$ cat src/rtl/knob_pkg.sv
// Package: shared definitions for the rotary knob decoder.
// Assumes: the step direction is a single bit and the position is two's complement.
package knob_pkg;
    typedef enum logic {
        DIR_CCW = 1'b0,
        DIR_CW  = 1'b1
    } knob_dir_e;

    localparam int KNOB_INPUTS = 3;   // A, B, push
    localparam int IDX_A       = 0;
    localparam int IDX_B       = 1;
    localparam int IDX_PUSH    = 2;
endpackage

$ cat src/rtl/knob_sync.sv
// Module: two-flop synchronizer for a bundle of asynchronous inputs.
// Assumes: each bit is independent; no bus coherence is needed across bits.
module knob_sync #(
    parameter int                WIDTH   = 3,
    parameter logic [WIDTH-1:0]  RST_VAL = '0
) (
    input  logic             clk,
    input  logic             rst_n,
    input  logic [WIDTH-1:0] din,
    output logic [WIDTH-1:0] dout
);
    logic [WIDTH-1:0] meta;

    // Purpose: two register stages to settle metastable samples.
    always_ff @(posedge clk) begin
        if (!rst_n) begin
            meta <= RST_VAL;
            dout <= RST_VAL;
        end else begin
            meta <= din;
            dout <= meta;
        end
    end
endmodule

$ cat src/rtl/knob_filter.sv
// Module: stability-counter filter for one synchronized contact.
// Accepts a new level only after it has differed from the held level
// for STABLE_CYCLES consecutive clocks. Any return to the held level
// restarts the count.
// Assumes: din is already synchronous to clk.
module knob_filter #(
    parameter int   STABLE_CYCLES = 50000,
    parameter logic RST_VAL       = 1'b0
) (
    input  logic clk,
    input  logic rst_n,
    input  logic din,
    output logic dout
);
    localparam int CNT_W = $clog2(STABLE_CYCLES + 1);
    localparam logic [CNT_W-1:0] CNT_LAST = CNT_W'(STABLE_CYCLES - 1);

    logic [CNT_W-1:0] cnt;

    // Purpose: count cycles of disagreement and commit after a full window.
    always_ff @(posedge clk) begin
        if (!rst_n) begin
            dout <= RST_VAL;
            cnt  <= '0;
        end else if (din == dout) begin
            cnt  <= '0;
        end else if (cnt == CNT_LAST) begin
            dout <= din;
            cnt  <= '0;
        end else begin
            cnt  <= cnt + 1'b1;
        end
    end

    // The filtered level only ever moves to the value the input presented.
    AST_FILTER_FOLLOWS: assert property (@(posedge clk) disable iff (!rst_n)
        !$stable(dout) |-> dout == $past(din));
endmodule

$ cat src/rtl/knob_quad.sv
// Module: detent decoder with hysteresis flags and a position counter.
// both_open sets at AB=11 and clears at AB=00. a_first sets at AB=10
// and clears at AB=01. A rising both_open gives one step. The step
// direction is a_first at that instant: A opened first means clockwise.
// Assumes: a and b are filtered and synchronous; detent is AB=00.
module knob_quad #(
    parameter int POS_W = 8
) (
    input  logic                    clk,
    input  logic                    rst_n,
    input  logic                    a,
    input  logic                    b,
    output logic                    step_valid,
    output logic                    step_dir,
    output logic signed [POS_W-1:0] position
);
    import knob_pkg::*;

    logic both_open, both_open_d, a_first;

    // Purpose: hysteresis flags that change only at the defining states.
    always_ff @(posedge clk) begin
        if (!rst_n) begin
            both_open   <= 1'b0;
            a_first     <= 1'b0;
            both_open_d <= 1'b0;
        end else begin
            both_open_d <= both_open;
            if (a && b)        both_open <= 1'b1;
            else if (!a && !b) both_open <= 1'b0;
            if (a && !b)       a_first <= 1'b1;
            else if (!a && b)  a_first <= 1'b0;
        end
    end

    assign step_valid = both_open && !both_open_d;
    assign step_dir   = a_first ? DIR_CW : DIR_CCW;

    // Purpose: wrapping signed count of accepted steps.
    always_ff @(posedge clk) begin
        if (!rst_n)
            position <= '0;
        else if (step_valid)
            position <= (step_dir == DIR_CW) ? position + 1'b1 : position - 1'b1;
    end

    AST_STEP_SINGLE: assert property (@(posedge clk) disable iff (!rst_n)
        step_valid |=> !step_valid);
    AST_POS_QUIET: assert property (@(posedge clk) disable iff (!rst_n)
        !step_valid |=> $stable(position));
    AST_POS_MOVES: assert property (@(posedge clk) disable iff (!rst_n)
        step_valid |=> position != $past(position));
endmodule

$ cat src/rtl/knob_decoder.sv
// Module: top of the rotary knob decoder.
// Synchronizes the three contacts, filters each one and decodes the
// quadrature pair. It also debounces the push contact and makes a
// press pulse.
// Assumes: single clock, synchronous active-low reset, detent at AB=00.
module knob_decoder #(
    parameter int STABLE_CYCLES = 50000,
    parameter int POS_W         = 8
) (
    input  logic                    clk,
    input  logic                    rst_n,
    input  logic                    knob_a,
    input  logic                    knob_b,
    input  logic                    knob_push,
    output logic                    step_valid,
    output logic                    step_dir,
    output logic signed [POS_W-1:0] position,
    output logic                    press_level,
    output logic                    press_pulse
);
    import knob_pkg::*;

    logic [KNOB_INPUTS-1:0] raw, synced, filt;
    logic                   press_d;

    assign raw[IDX_A]    = knob_a;
    assign raw[IDX_B]    = knob_b;
    assign raw[IDX_PUSH] = knob_push;

    knob_sync #(.WIDTH(KNOB_INPUTS), .RST_VAL('0)) u_sync (
        .clk(clk), .rst_n(rst_n), .din(raw), .dout(synced)
    );

    for (genvar i = 0; i < KNOB_INPUTS; i++) begin : g_filt
        knob_filter #(.STABLE_CYCLES(STABLE_CYCLES), .RST_VAL(1'b0)) u_filt (
            .clk(clk), .rst_n(rst_n), .din(synced[i]), .dout(filt[i])
        );
    end

    knob_quad #(.POS_W(POS_W)) u_quad (
        .clk(clk), .rst_n(rst_n),
        .a(filt[IDX_A]), .b(filt[IDX_B]),
        .step_valid(step_valid), .step_dir(step_dir), .position(position)
    );

    assign press_level = filt[IDX_PUSH];

    // Purpose: previous press level for rising-edge detection.
    always_ff @(posedge clk) begin
        if (!rst_n) press_d <= 1'b0;
        else        press_d <= press_level;
    end

    assign press_pulse = press_level && !press_d;

    AST_PRESS_SINGLE: assert property (@(posedge clk) disable iff (!rst_n)
        press_pulse |=> !press_pulse);
    AST_PRESS_ON_RISE: assert property (@(posedge clk) disable iff (!rst_n)
        press_pulse |=> press_level);
endmodule

$ cat config.mk
export PLATFORM = sky130hd
export DESIGN_NAME = knob_decoder
export DESIGN_NICKNAME = d
export VERILOG_FILES = /design/src/rtl/knob_pkg.sv /design/src/rtl/knob_sync.sv /design/src/rtl/knob_filter.sv /design/src/rtl/knob_quad.sv /design/src/rtl/knob_decoder.sv
export SDC_FILE = /design/constraint.sdc
export NUM_CORES = 1
export LEC_CHECK = 0
export CAP_MARGIN = 25
export CORE_UTILIZATION = 40
export CTS_BUF_LIST = sky130_fd_sc_hd__clkbuf_4 sky130_fd_sc_hd__clkbuf_8 sky130_fd_sc_hd__clkbuf_16
export DETAILED_ROUTE_END_ITERATION = 12
export DONT_BUFFER_PORTS = 1
export HOLD_SLACK_MARGIN = 0.1
export PLACE_DENSITY_LB_ADDON = 0.08
export SLEW_MARGIN = 20
export SYNTH_ARGS = -nofsm -noshare
export SYNTH_HDL_FRONTEND = slang
export SYNTH_HIERARCHICAL = 1
export SYNTH_SLANG_ARGS = --single-unit
$ cat constraint.sdc
create_clock -name clk -period 1.85 [get_ports clk]
set_input_delay 0.37 -clock clk [delete_from_list [all_inputs] [get_ports clk]]
set_output_delay 0.37 -clock clk [all_outputs]
set_load 0.005 [all_outputs]
==> out/qor.txt <==
status -> complete, no violations
Yosys warning count -> 6
Die Footprint -> 0.00866 sq mm
RSZ-0062 raised after global routing -> true
syn nets -> 363
die span in x -> 93.0 um
largest net degree at the start of global routing -> 30
Netlist cell types -> 42
Worst Setup Path Type -> reg2reg
post-route setup slack -> 0.0897 ns
post-DR vias/cell -> 4.86
port buffer count -> 0
root buf cell -> clkbuf_8
CTS tree -> yes
Layout area overhead -> 10.1%
Die Ht -> 93.0 um
CTS Hold Bufs -> 0
Final Cycle Share -> 95.2%
RePlAce Congestion -> 0.801
LEAKAGE -> 0.00118 uW
CTS Buf Count -> 9
Yosys top cell by area -> dfxtp_1
register clock-pin slew on the reported worst setup and hold paths -> 0.07 ns
row cnt -> 32
synthesized flop and latch total -> 69
CTS max path bufs -> 2
post-route ant nets -> 0
H-tree Lvls -> 3
Power Density -> 773 mW/mm^2
DRC -> 0
Cells after Synth -> 346
Startpoint Class -> flip-flop
syn avg cell area -> 9.58 sq um
Syn Std Cell Area -> 0.00332 sq mm
First-pass DRT Iterations -> 6
Worst Hold Class -> in2reg
worst relative slew slack -> 76.0%
# IOs -> 17
largest fanout on the critical path -> 7
initial antenna violation count -> 0
Post-synth ARST share -> 0%
setup repair bufs after CTS -> 0
Primary FF master, synth -> dfxtp_1
final setup fails -> 0
total track usage -> 15.2%
peak supply drop -> 0.481 mV
Fin. Hold Viols -> 0
Core ar. -> 0.00789 sq mm
crit end category -> flip-flop
final core occ -> 46.3%
actual slew at the worst max-slew pin -> 0.358 ns
area share of the largest cell type after synthesis -> 41.7%
final wirelength -> 5.72 mm
Final Critical Period -> 1.76 ns
clk sinks -> 69
Worst-Skew Late Latency -> 0.34 ns
cts repair resizes -> 2
Fmax -> 0.568 GHz
DPL Wire Length -> 3.73 mm
Filler cells -> 774
nets -> 374
CP required -> 2.09 ns
# diodes -> 0
wire per inst -> 12.3 um
vias in the first global route -> 2,132
leading cell types by total area after synthesis -> dfxtp_1 42%, xnor2_1 11%, nor2_1 6.6%, ha_1 4.2%, nor4_2 3.4%
vias -> 2,253
initial cell density of the core -> 42.0%
MaxCap Viol Count -> 0
post-synthesis sequential area ratio -> 41.7%
first-pass GRT wire length -> 10.3 mm
Iter 0 DRT Violations -> 47
total gr overflow -> 0
PnR Total Power -> 2820 uW
number of enable flip-flop cells after synthesis -> 0
fraction of layout cells with a size suffix above 1 -> 14.1%
Final Max Tran Viols -> 0
skew final -> 0.00760 ns
Worst Path Arrival -> 2.00 ns
pre-CTS setup slack -> 0.00201 ns
[per-stage QoR]
step / cells / hold WS, ns / setup TNS, ns / area (sq um)
2_1_floorplan: 346 / 0.406 / 0 / 3320
3_5_place_dp: 448 / 0.415 / 0 / 3420
4_1_cts: 464 / 0.116 / 0 / 3630
3_3_place_gp: 448 / 0.418 / 0 / 3420
5_1_grt: 464 / 0.115 / -0.0529 / 3650
6_report: 464 / 0.148 / 0 / 3650
[area by class of cell]
cell class | count | area [sq um] | area share (%)
clock buffer | 13 | 173 | 4.73
clock inverter | 3 | 42.5 | 1.17
inverter | 15 | 61.3 | 1.68
multi-input combinational | 256 | 1820 | 49.9
sequential | 69 | 1380 | 37.8
tap | 102 | 128 | 3.50
timing repair buffer | 6 | 45.0 | 1.23
[layer usage]
metal | wire length, um | vias up | GRT usage [%]
met5 | 0 | - | 0
met4 | 58 | 0 | 5.77
met3 | 161 | 7 | 5.93
met2 | 2500 | 19 | 22.0
met1 | 3000 | 1025 | 20.3
li1 | - | 1202 | -
[cells by family (layout without fill, tap and decap cells)]
logic type / Yosys count / count (layout) / synth area share, %
xor gates and xnor gates: 49 / 49 / 12.9
muxes: 6 / 6 / 1.81
DFF: 69 / 69 / 41.7
adders and majority gates: 12 / 12 / 4.75
and+or+nand+nor: 169 / 169 / 31.0
AOI/OAI and AO/OA: 20 / 20 / 3.92
buffers and inverters: 21 / 37 / 3.92
[report_power, final]
group	internal (uW)	leakage [uW]	total, uW	switching [uW]
sequential	1490	0.000557	1500	4.19
combinational	8.19	0.000513	19.9	11.7
clock	747	0.000109	1310	559
total	2250	0.00118	2820	574
[worst paths after layout]
| kind | startpoint | end | slack (ns) | cells after the start |
|---|---|---|---|---|
| hold / removal | rst_n | u_sync/meta[1]$_SDFF_PN0_ | 0.15 | 1 |
| setup / recovery | u_quad/a_first$_SDFFE_PN0P_ | u_quad/position[4]$_SDFFE_PN0P_ | 0.09 | 7 |
| hold reg to reg | u_sync/meta[1]$_SDFF_PN0_ | u_sync/dout[1]$_SDFF_PN0_ | 0.43 | 1 |
| setup reg to reg | u_quad/a_first$_SDFFE_PN0P_ | u_quad/position[4]$_SDFFE_PN0P_ | 0.09 | 7 |
[cells in the final DEF (no fill, tap or decap), drive strengths merged, types with 2 or more instances in the layout]
| cell type | count |
|---|---|
| nor4 | 9 |
| nand3 | 21 |
| o21ai | 5 |
| a21oi | 5 |
| nor4b | 3 |
| nand4b | 5 |
| nor3 | 15 |
| nor4bb | 6 |
| mux2i | 6 |
| xnor2 | 41 |
| o211ai | 2 |
| nand2 | 16 |
| inv | 14 |
| nor2 | 61 |
| clkbuf | 13 |
| buf | 6 |
| a21o | 2 |
| nand4 | 11 |
| ha | 11 |
| clkinv | 2 |
| xor2 | 8 |
| nor2b | 6 |
| dfxtp | 69 |
| and2 | 12 |
[critical path: stages (launching register included)]
cell and delay (ns):
dfxtp_1 0.35, inv_2 0.10, fa_1 0.47, a21o_1 0.19, a21oi_2 0.17, xor2_1 0.16
o21ai_0 0.08, and2_1 0.15
[sequential cells by signal, indices dropped and copies added (netlist names)]
register	cells
g_filt.u_filt/cnt	48
g_filt.u_filt/dout	3
press_d	1
u_quad/a_first	1
u_quad/both_open	1
u_quad/both_open_d	1
u_quad/position	8
u_sync/dout	3
u_sync/meta	3
[Yosys cell counts, types with 2 or more instances]
master     n
nand2_1   16
nor2_1    58
nand4_4    3
dfxtp_1   69
o211ai_1   2
nand3_2    6
nor4bb_1   6
nand4b_1   5
a21oi_1    5
a21o_1     2
buf_6      4
nor4b_1    3
nor2b_1    5
nand3_1   15
inv_1     14
ha_1      11
nand4_1    7
xor2_1     8
and2_1    12
o21ai_0    5
nor3_1    14
nor4_2     9
mux2i_1    6
nor2_2     3
xnor2_1   41
(Power assumes the default switching activity.)
